===== config.mk =====
export PLATFORM = sky130hd
export DESIGN_NAME = wdog_top
export DESIGN_NICKNAME = d
export VERILOG_FILES = /design/src/rtl/wdog_pkg.sv /design/src/rtl/wdog_prescaler.sv /design/src/rtl/wdog_core.sv /design/src/rtl/wdog_signal.sv /design/src/rtl/wdog_top.sv
export SDC_FILE = /design/constraint.sdc
export NUM_CORES = 1
export LEC_CHECK = 0
export ABC_AREA = 0
export BUFFER_PORTS_ARGS = -buffer_cell sky130_fd_sc_hd__buf_2
export CAP_MARGIN = 15
export CORE_MARGIN = 3
export CORE_UTILIZATION = 32
export DETAILED_ROUTE_END_ITERATION = 10
export GPL_TIMING_DRIVEN = 1
export PLACE_DENSITY = 0.53
export SYNTH_ARGS = -nofsm -noshare
export SYNTH_HDL_FRONTEND = slang
export SYNTH_SLANG_ARGS = --single-unit

===== constraint.sdc =====
create_clock -name clk -period 1.6 [get_ports clk]
set_input_delay 0.4 -clock clk [delete_from_list [all_inputs] [get_ports clk]]
set_output_delay 0.4 -clock clk [all_outputs]
set_load 0.02 [all_outputs]

===== src/rtl/wdog_pkg.sv =====
package wdog_pkg;

  // Where a timeout is sent, picked from the configuration inputs.
  typedef enum logic [1:0] {
    ROUTE_NONE  = 2'd0,
    ROUTE_RESET = 2'd1,
    ROUTE_IRQ   = 2'd2
  } wd_route_e;

  function automatic wd_route_e pick_route(input logic en, input logic irq_sel);
    if (!en)          return ROUTE_NONE;
    else if (irq_sel) return ROUTE_IRQ;
    else              return ROUTE_RESET;
  endfunction

endpackage


===== src/rtl/wdog_prescaler.sv =====
module wdog_prescaler #(
  parameter int unsigned BASE_CYCLES = 400_000_000
) (
  input  logic clk,
  input  logic rst_n,
  input  logic restart,
  input  logic run,
  output logic tick
);

  localparam int unsigned CW = (BASE_CYCLES > 2) ? $clog2(BASE_CYCLES) : 1;
  localparam logic [CW-1:0] LAST = CW'(BASE_CYCLES - 1);

  logic [CW-1:0] cnt_q, cnt_d;
  logic          cnt_en;

  assign tick   = run && !restart && (cnt_q == LAST);
  assign cnt_en = restart || run || (cnt_q != '0);

  always_comb begin
    cnt_d = cnt_q;
    if (restart || !run) cnt_d = '0;
    else if (tick)       cnt_d = '0;
    else                 cnt_d = cnt_q + CW'(1);
  end

  always_ff @(posedge clk or negedge rst_n) begin
    if (!rst_n)      cnt_q <= '0;
    else if (cnt_en) cnt_q <= cnt_d;
  end

endmodule


===== src/rtl/wdog_core.sv =====
module wdog_core #(
  parameter int unsigned FACTOR_W = 8
) (
  input  logic                clk,
  input  logic                rst_n,
  input  logic                wr_stb,
  input  logic                rd_stb,
  input  logic [FACTOR_W-1:0] wdata,
  input  logic                tick,
  output logic [FACTOR_W-1:0] factor_o,
  output logic                armed_o,
  output logic                restart_o,
  output logic                expire_o
);

  logic [FACTOR_W-1:0] factor_q, factor_d;
  logic [FACTOR_W-1:0] units_q, units_d;
  logic                access;
  logic                last_unit;
  logic                reg_en;

  assign access    = wr_stb || rd_stb;
  assign armed_o   = (factor_q != '0);
  assign last_unit = (units_q == (factor_q - FACTOR_W'(1)));
  assign expire_o  = armed_o && tick && last_unit && !access;
  assign restart_o = access;
  assign factor_o  = factor_q;
  assign reg_en    = access || tick;

  always_comb begin
    factor_d = factor_q;
    units_d  = units_q;
    if (wr_stb) begin
      factor_d = wdata;
      units_d  = '0;
    end else if (rd_stb) begin
      units_d  = '0;
    end else if (expire_o) begin
      factor_d = '0;
      units_d  = '0;
    end else if (tick && armed_o) begin
      units_d  = units_q + FACTOR_W'(1);
    end
  end

  always_ff @(posedge clk or negedge rst_n) begin
    if (!rst_n) begin
      factor_q <= '0;
      units_q  <= '0;
    end else if (reg_en) begin
      factor_q <= factor_d;
      units_q  <= units_d;
    end
  end

endmodule


===== src/rtl/wdog_signal.sv =====
module wdog_signal
  import wdog_pkg::*;
#(
  parameter int unsigned PULSE_CYCLES = 16
) (
  input  logic clk,
  input  logic rst_n,
  input  logic fire,
  input  logic access,
  input  logic out_en,
  input  logic irq_mode,
  output logic wd_reset,
  output logic wd_irq
);

  localparam int unsigned PW = $clog2(PULSE_CYCLES + 1);
  localparam logic [PW-1:0] LOAD = PW'(PULSE_CYCLES);

  wd_route_e     route;
  logic [PW-1:0] pcnt_q, pcnt_d;
  logic          pulse_on;
  logic          irq_q, irq_d;
  logic          pcnt_en;

  assign route    = pick_route(out_en, irq_mode);
  assign pulse_on = (pcnt_q != '0);
  assign pcnt_en  = fire || pulse_on;

  always_comb begin
    pcnt_d = pcnt_q;
    if (fire && route == ROUTE_RESET) pcnt_d = LOAD;
    else if (pulse_on)                pcnt_d = pcnt_q - PW'(1);
  end

  always_comb begin
    irq_d = irq_q;
    if (fire && route == ROUTE_RESET)                 irq_d = 1'b0;
    else if (fire && route == ROUTE_IRQ && !pulse_on) irq_d = 1'b1;
    else if (access)                                  irq_d = 1'b0;
  end

  always_ff @(posedge clk or negedge rst_n) begin
    if (!rst_n)       pcnt_q <= '0;
    else if (pcnt_en) pcnt_q <= pcnt_d;
  end

  always_ff @(posedge clk or negedge rst_n) begin
    if (!rst_n) irq_q <= 1'b0;
    else        irq_q <= irq_d;
  end

  assign wd_reset = pulse_on;
  assign wd_irq   = irq_q;

endmodule


===== src/rtl/wdog_top.sv =====
module wdog_top #(
  parameter int unsigned FACTOR_W     = 8,
  parameter int unsigned BASE_CYCLES  = 400_000_000,
  parameter int unsigned PULSE_CYCLES = 16
) (
  input  logic                clk,
  input  logic                rst_n,
  input  logic                bus_sel,
  input  logic                bus_wr,
  input  logic [FACTOR_W-1:0] bus_wdata,
  output logic [FACTOR_W-1:0] bus_rdata,
  input  logic                out_en,
  input  logic                irq_mode,
  output logic                wd_reset,
  output logic                wd_irq
);

  logic [1:0] rst_sync_q;
  logic       rst_int_n;
  logic       wr_stb, rd_stb;
  logic       tick, armed, restart, expire;

  always_ff @(posedge clk or negedge rst_n) begin
    if (!rst_n) rst_sync_q <= 2'b00;
    else        rst_sync_q <= {rst_sync_q[0], 1'b1};
  end
  assign rst_int_n = rst_sync_q[1];

  assign wr_stb = bus_sel && bus_wr;
  assign rd_stb = bus_sel && !bus_wr;

  wdog_prescaler #(.BASE_CYCLES(BASE_CYCLES)) u_prescaler (
    .clk     (clk),
    .rst_n   (rst_int_n),
    .restart (restart),
    .run     (armed),
    .tick    (tick)
  );

  wdog_core #(.FACTOR_W(FACTOR_W)) u_core (
    .clk       (clk),
    .rst_n     (rst_int_n),
    .wr_stb    (wr_stb),
    .rd_stb    (rd_stb),
    .wdata     (bus_wdata),
    .tick      (tick),
    .factor_o  (bus_rdata),
    .armed_o   (armed),
    .restart_o (restart),
    .expire_o  (expire)
  );

  wdog_signal #(.PULSE_CYCLES(PULSE_CYCLES)) u_signal (
    .clk      (clk),
    .rst_n    (rst_int_n),
    .fire     (expire),
    .access   (bus_sel),
    .out_en   (out_en),
    .irq_mode (irq_mode),
    .wd_reset (wd_reset),
    .wd_irq   (wd_irq)
  );

endmodule


==> impl_metrics.yaml, run 1 <==
status:
  outcome: "finished, violations left"
  violations: "negative setup slack"
critical_path:
  cpLargestDelayFamily: "simple AND/OR/NAND/NOR gates"
  max_stage_delay_ns: 0.56
  path_buf_inv: 1
  worst-setup-path-type: "reg -> reg"
  critPathCaptureType: "register"
  crit_chain: "or4_4 -> and4bb_1 -> nor3b_2 -> a211o_4 -> o21a_4 -> buf_6 -> o2bb2ai_2"
  reg2reg_slack_ns: -0.70
  crit_path_top_delay_cell: "or4_4"
  crit_required_ns: 1.80
  cp_max_fo: 5
  cp.arrival_ns: 2.50
  startpoint_type: "register"
placed_design:
  dp_hpwl_um: 5510
  gp_congestion: 0.771
  place_area_sq_um: 4040
  dp_worst_setup_slack_ns: -0.727
  port_buffers: 23
  placed_cells: 550
die:
  start_util_pct: 33.1
  die-area_sq_um: 10800
  core.rowCount: 35
  boundaryPins: 24
  die_w_um: 104
  fp.coreArea_sq_um: 9280
  dieHeight_um: 104
logic_synthesis:
  synth-main-ff-cell: "dfrtp_1"
  yosys_warnings: 0
  syn_area_sq_um: 3080
  synth-seq-cells: 53
  yosysUniqueCellTypes: 52
  yosysTopAreaCell: "dfrtp_1"
  synth.area.top_cells: "dfrtp_1 43%, nor2_1 5.2%, xnor2_1 4.6%, xor2_1 4.3%, nand2_1 3.2%"
  synth-edff-count: 0
  ys_seq_area_share_pct: 43.1
  syn_inst: 326
  synth_top_area_share_pct: 43.1
  synthesis.nets: 346
  async_flop_share_pct: 100
  avgSynthCellArea_sq_um: 9.43
power_and_ir_drop:
  p_leak_nw: 2.09
  totalPowerFinal_w: 0.00285
  power.density_nw_per_um2: 619
  ir_drop_mv: 0.320
routing:
  vias_per_cell: 4.81
  wl_um: 7740
  drtPass1Iterations: 4
  drt-initial-drc-count: 56
  wl_per_cell_um: 13.4
  drc: 0
  ant_nets: 0
  route.vias.total: 2788
clocking:
  cts_root_buf: "clkbuf_8"
  worstSkewPairLatency_ns: 0.31
  cts_buffers: 5
  clock-sinks: 53
  cts_tree: "yes"
  htree_levels: 2
  clk_pin_slew_ns: 0.10
  ctsLongestPathBuffers: 2
global_routing:
  grt_overflow: 0
  antenna_found_initial: 0
  grt_pass1_wl_um: 13200
  grt_start_max_net_pins: 52
  grt_pass1_vias: 2876
  grt.total_usage_pct: 14.6
sta:
  finalSetupViolations: 52
  min_period_ns: 2.30
  finalHoldViolCount: 0
  fin_ws_ns: -0.704
  slew_viol_final: 0
  min_period_over_period_pct: 144
  rsz0062_at_grt: "yes"
  fin_skew_ns: 0.0135
  max_freq_ghz: 0.434
layout:
  final_nets: 470
  drive_gt1_share_pct: 46.3
  diodes: 0
  final_common_cell: "buf_4"
  fin_util_pct: 49.5
  layout_common_cells: "88 x buf_4, 49 x dfrtp_1, 36 x nor2_1"
  fin_cells: 580
  fin_area_sq_um: 4600
  syn_to_final_growth_pct: 49.5
job:
  drv_cap: 0
worst_hold_path:
  min_path_type: "reg -> async"
[cell families after synthesis]
| group | Yosys count | share of synthesized area, % |
|---|---|---|
| and+or+nand+nor | 163 | 30.1 |
| DFF | 53 | 43.1 |
| AOI/OAI and AO/OA | 43 | 9.89 |
| xor gates and xnor gates | 31 | 8.83 |
| buffers and inverters | 21 | 2.89 |
| muxes | 8 | 2.60 |
| adders and majority gates | 6 | 2.44 |
| other | 1 | 0.122 |
[metal layers]
| layer | global-route usage (%) | routed length (um) | up-vias |
|---|---|---|---|
| met4 | 2.75 | 57 | 0 |
| li1 | - | - | 1399 |
| met1 | 19.2 | 3570 | 1354 |
| met5 | 0 | 0 | - |
| met2 | 25.4 | 3910 | 30 |
| met3 | 2.55 | 209 | 5 |
[power breakdown]
part	internal (W)	total [W]	leakage [nW]	switching (W)
logic	0.000316	0.000668	1.34	0.000352
registers	0.00138	0.00141	0.716	0.0000292
clock network	0.000311	0.000764	0.0385	0.000453
[stage by stage]
step / hold WS (ns) / TNS, ns
after floorplan: 0.104 / -28.01
after global placement: 0.185 / -29.42
after detailed placement: 0.186 / -31.23
after CTS: 0.275 / -32.11
after global routing: 0.292 / -33.36
final: 0.252 / -29.60
[synthesized netlist by cell type (3+ instances only)]
library cell   n
or2_2          3
and3_1        11
mux2i_1        8
nand4_1        3
nor4_2         3
o21ai_0        8
xor2_1        15
nor4b_1        4
nand3_1       17
nand2_1       26
nor4_1         7
xnor2_1       16
nor3b_1        3
or3_1          6
dfrtp_1       53
nor3_1        10
nand2b_1       3
ha_1           6
clkbuf_1       7
o2bb2ai_1      8
inv_1         10
nor2_1        43
a21oi_1       10
and2_1         4
[cell type report]
class	count	area, sq um
repair buffers	128	981
well taps	129	161
clock inverters	1	7.51
inverters	10	37.5
fillers	877	4690
multi-input cells	252	2000
clock buffers	7	76.3
flip-flops and latches	53	1330
[worst paths after layout]
path / startpoint / end / cells past startpoint
max: u_core.factor_o[1]$_DFFE_PN0P_ / u_core.factor_o[7]$_DFFE_PN0P_ / 7
min: rst_sync_q[1]$_DFF_PN0_ / u_core.units_q[4]$_DFFE_PN0P_ / 1
max reg2reg: u_core.factor_o[1]$_DFFE_PN0P_ / u_core.factor_o[7]$_DFFE_PN0P_ / 7
min reg2reg: rst_sync_q[1]$_DFF_PN0_ / u_core.units_q[4]$_DFFE_PN0P_ / 1
max in group asynchronous: rst_n / rst_sync_q[1]$_DFF_PN0_ / 2
min in group clk: rst_sync_q[0]$_DFF_PN0_ / rst_sync_q[1]$_DFF_PN0_ / 0
[repair_timing]
action                                  CTS  global route
endpoints found under the setup margin   52            52
pin swaps                                18            23
buffers inserted                         18             3
gates resized for setup                  39            38
gates cloned                              1             0
hold buffers                              1             0
endpoints found under the hold margin     2             0
[registers in the layout, indices dropped and copies added (netlist names)]
register and count:
u_core.factor_o 8, u_signal.wd_irq 1, u_signal.pcnt_q 5, u_core.units_q 8, rst_sync_q 2, u_prescaler.cnt_q 29
No activity file was read; power rests on OpenSTA's default activity.
==> inputs of run 2 (changes only) <==
--- a/config.mk
+++ b/config.mk
@@ -8,11 +8,13 @@
 export ABC_AREA = 0
 export BUFFER_PORTS_ARGS = -buffer_cell sky130_fd_sc_hd__buf_2
 export CAP_MARGIN = 15
+export CELL_PAD_IN_SITES_DETAIL_PLACEMENT = 1
+export CELL_PAD_IN_SITES_GLOBAL_PLACEMENT = 1
 export CORE_MARGIN = 3
 export CORE_UTILIZATION = 32
 export DETAILED_ROUTE_END_ITERATION = 10
 export GPL_TIMING_DRIVEN = 1
-export PLACE_DENSITY = 0.53
+export PLACE_DENSITY = 0.63
 export SYNTH_ARGS = -nofsm -noshare
 export SYNTH_HDL_FRONTEND = slang
 export SYNTH_SLANG_ARGS = --single-unit
==> run 2 against run 1 <==
  * The run still ends with negative setup slack left
  * Combinational power grew 12%
  * Flip-flop and latch count unchanged
  * Non-clock buffer count rose by 10
==> impl_metrics.yaml, run 2 (synthesized netlist as in run 1, its figures left out) <==
critical_path:
  startpoint_type: "register"
  reg2reg_slack_ns: -0.77
  cp_common_cell: "buf_4"
  worst-setup-path-type: "reg -> reg"
  cp_max_fo: 5
  r2r-end: "u_signal.pcnt_q[2]$_DFFE_PN0P_"
  cp.arrival_ns: 2.58
  max_stage_delay_ns: 0.55
  path_buf_inv: 2
  crit_path_top_delay_cell: "or4_4"
  crit_chain: "or4_4 -> and4bb_1 -> nor3b_2 -> a211o_4 -> buf_4 -> nor4_4 -> buf_4 -> nor3_1"
  crit_required_ns: 1.81
  r2r_cells: 8
  critPathCaptureType: "register"
  cpLargestDelayFamily: "simple AND/OR/NAND/NOR gates"
  worstReg2RegStart: "u_core.factor_o[1]$_DFFE_PN0P_"
job:
  drv_cap: 0
die:
  dieHeight_um: 104
  fp.coreArea_sq_um: 9280
  start_util_pct: 33.1
  die_w_um: 104
  core.rowCount: 35
  die-area_sq_um: 10800
  boundaryPins: 24
clocking:
  ctsLongestPathBuffers: 2
  worstSkewPairLatency_ns: 0.32
  cts_buffers: 5
  cts_root_buf: "clkbuf_8"
  cts_tree: "yes"
  clk_pin_slew_ns: 0.11
  clock-sinks: 53
  htree_levels: 2
routing:
  vias_per_cell: 5.06
  drtPass1Iterations: 4
  drt-initial-drc-count: 73
  drc: 0
  wl_per_cell_um: 17.1
  wl_um: 10100
  ant_nets: 0
  route.vias.total: 3002
layout:
  syn_to_final_growth_pct: 56.6
  layout_common_cells: "100 x buf_4, 49 x dfrtp_1, 30 x nor2_1"
  final_nets: 483
  fin_area_sq_um: 4810
  drive_gt1_share_pct: 48.9
  regMostFlops: "u_prescaler.cnt_q"
  final_common_cell: "buf_4"
  final-seq-area_sq_um: 1330
  multi_input_area_sq_um: 2110
  diodes: 0
  fill_cells: 1059
  largest_reg_flops: 29
  fin_cells: 593
global_routing:
  grt_pass1_vias: 3208
  met3_usage_pct: 2.55
  antenna_found_initial: 0
  use_met2_pct: 33.1
  grt_pass1_wl_um: 15800
  grt-busiest-layer: "met2"
  grt_overflow: 0
  use_met1_pct: 21.7
  grt_start_max_net_pins: 52
  grt.total_usage_pct: 17.7
sta:
  finalSetupViolations: 52
  fin_setup_tns_ns: -34.82
  min_period_over_period_pct: 148
  fin_ws_ns: -0.766
  finalHoldViolCount: 0
  rsz0062_at_grt: "yes"
  min_period_ns: 2.37
  max_freq_ghz: 0.423
  fin_skew_ns: 0.0146
  slew_viol_final: 0
placed_design:
  dp_worst_setup_slack_ns: -0.749
  port_buffers: 23
  place_area_sq_um: 4090
  gp_congestion: 0.759
  placed_cells: 557
  dp_hpwl_um: 6810
power_and_ir_drop:
  power.density_nw_per_um2: 631
  ir_drop_mv: 0.393
  power.share.combinational_pct: 24.7
  intPower_w: 0.00213
  power_frac_seq_pct: 46.5
  p_leak_nw: 2.18
  switchingPower_w: 0.000910
  swShare_pct: 30.0
  totalPowerFinal_w: 0.00304
  p_clk_share_pct: 28.8
worst_hold_path:
  min_path_type: "reg -> async"
status:
  violations: "negative setup slack"
  outcome: "finished, violations left"
-- run 2: cell types whose count changed in the layout (fill, tap and decap cells not counted), sizes merged --
cell / previous run / this run
clkinv: 0 / 1
or3: 6 / 9
clkinvlp: 1 / 0
buf: 127 / 137
-- run 2: how the worst max path moves through the flow --
stage                                      from                        endpoint  cells after the start
3_3_place_gp     u_core.factor_o[1]$_DFFE_PN0P_  u_core.factor_o[1]$_DFFE_PN0P_                      7
2_1_floorplan    u_core.factor_o[1]$_DFFE_PN0P_   u_core.units_q[2]$_DFFE_PN0P_                      7
5_1_grt        u_prescaler.cnt_q[1]$_DFFE_PN0P_   u_core.units_q[4]$_DFFE_PN0P_                     10
6_report         u_core.factor_o[1]$_DFFE_PN0P_  u_signal.pcnt_q[2]$_DFFE_PN0P_                      8
3_5_place_dp     u_core.factor_o[1]$_DFFE_PN0P_  u_core.factor_o[5]$_DFFE_PN0P_                      7
4_1_cts          u_core.factor_o[1]$_DFFE_PN0P_   u_core.units_q[6]$_DFFE_PN0P_                      7
-- run 2: repair_timing --
action | in CTS | in global routing
gates cloned | 1 | 3
pin swaps | 22 | 30
setup endpoints to repair | 52 | 52
gates resized for setup | 30 | 69
hold buffers | 1 | 0
setup buffers | 7 | 18
endpoints found under the hold margin | 2 | 0
-- run 2: per-layer routing --
| metal | wire length [um] | part of all wire [%] |
|---|---|---|
| met2 | 5360 | 53 |
| met3 | 191 | 1.9 |
| met5 | 0 | 0 |
| met4 | 117 | 1.2 |
| met1 | 4480 | 44 |
-- run 2: final cells by class --
cell class	count	share of cell area (%)
Clock buffer	7	2.00
Clock inverter	1	0.104
Inverter	10	0.832
Multi-Input combinational cell	255	43.9
Sequential cell	53	27.7
Tap cell	129	3.35
Timing Repair Buffer	138	22.1
-- run 2: stage by stage --
| step | util (%) | hold WS (ns) |
|---|---|---|
| global placement | 44.1 | 0.185 |
| global route | 51.9 | 0.287 |
| finish | 51.9 | 0.253 |
| floorplan | - | 0.104 |
| detailed placement | 44.1 | 0.187 |
| CTS | 47.0 | 0.275 |
-- run 2: worst register-to-register path, stage by stage, from the launching register on --
cell	delay, ns
dfrtp_2	0.45
or4_4	0.56
and4bb_1	0.31
nor3b_2	0.06
a211o_4	0.36
buf_4	0.15
nor4_4	0.13
buf_4	0.19
nor3_1	0.06
-- run 2: power groups by stage --
stage          sequential (W)  clock [W]  combinational (W)
3_3_place_gp          0.00144          0           0.000566
3_5_place_dp          0.00144          0           0.000585
2_1_floorplan         0.00152          0           0.000260
5_1_grt               0.00142   0.000953           0.000810
4_1_cts               0.00141   0.000900           0.000605
6_report              0.00141   0.000874           0.000749
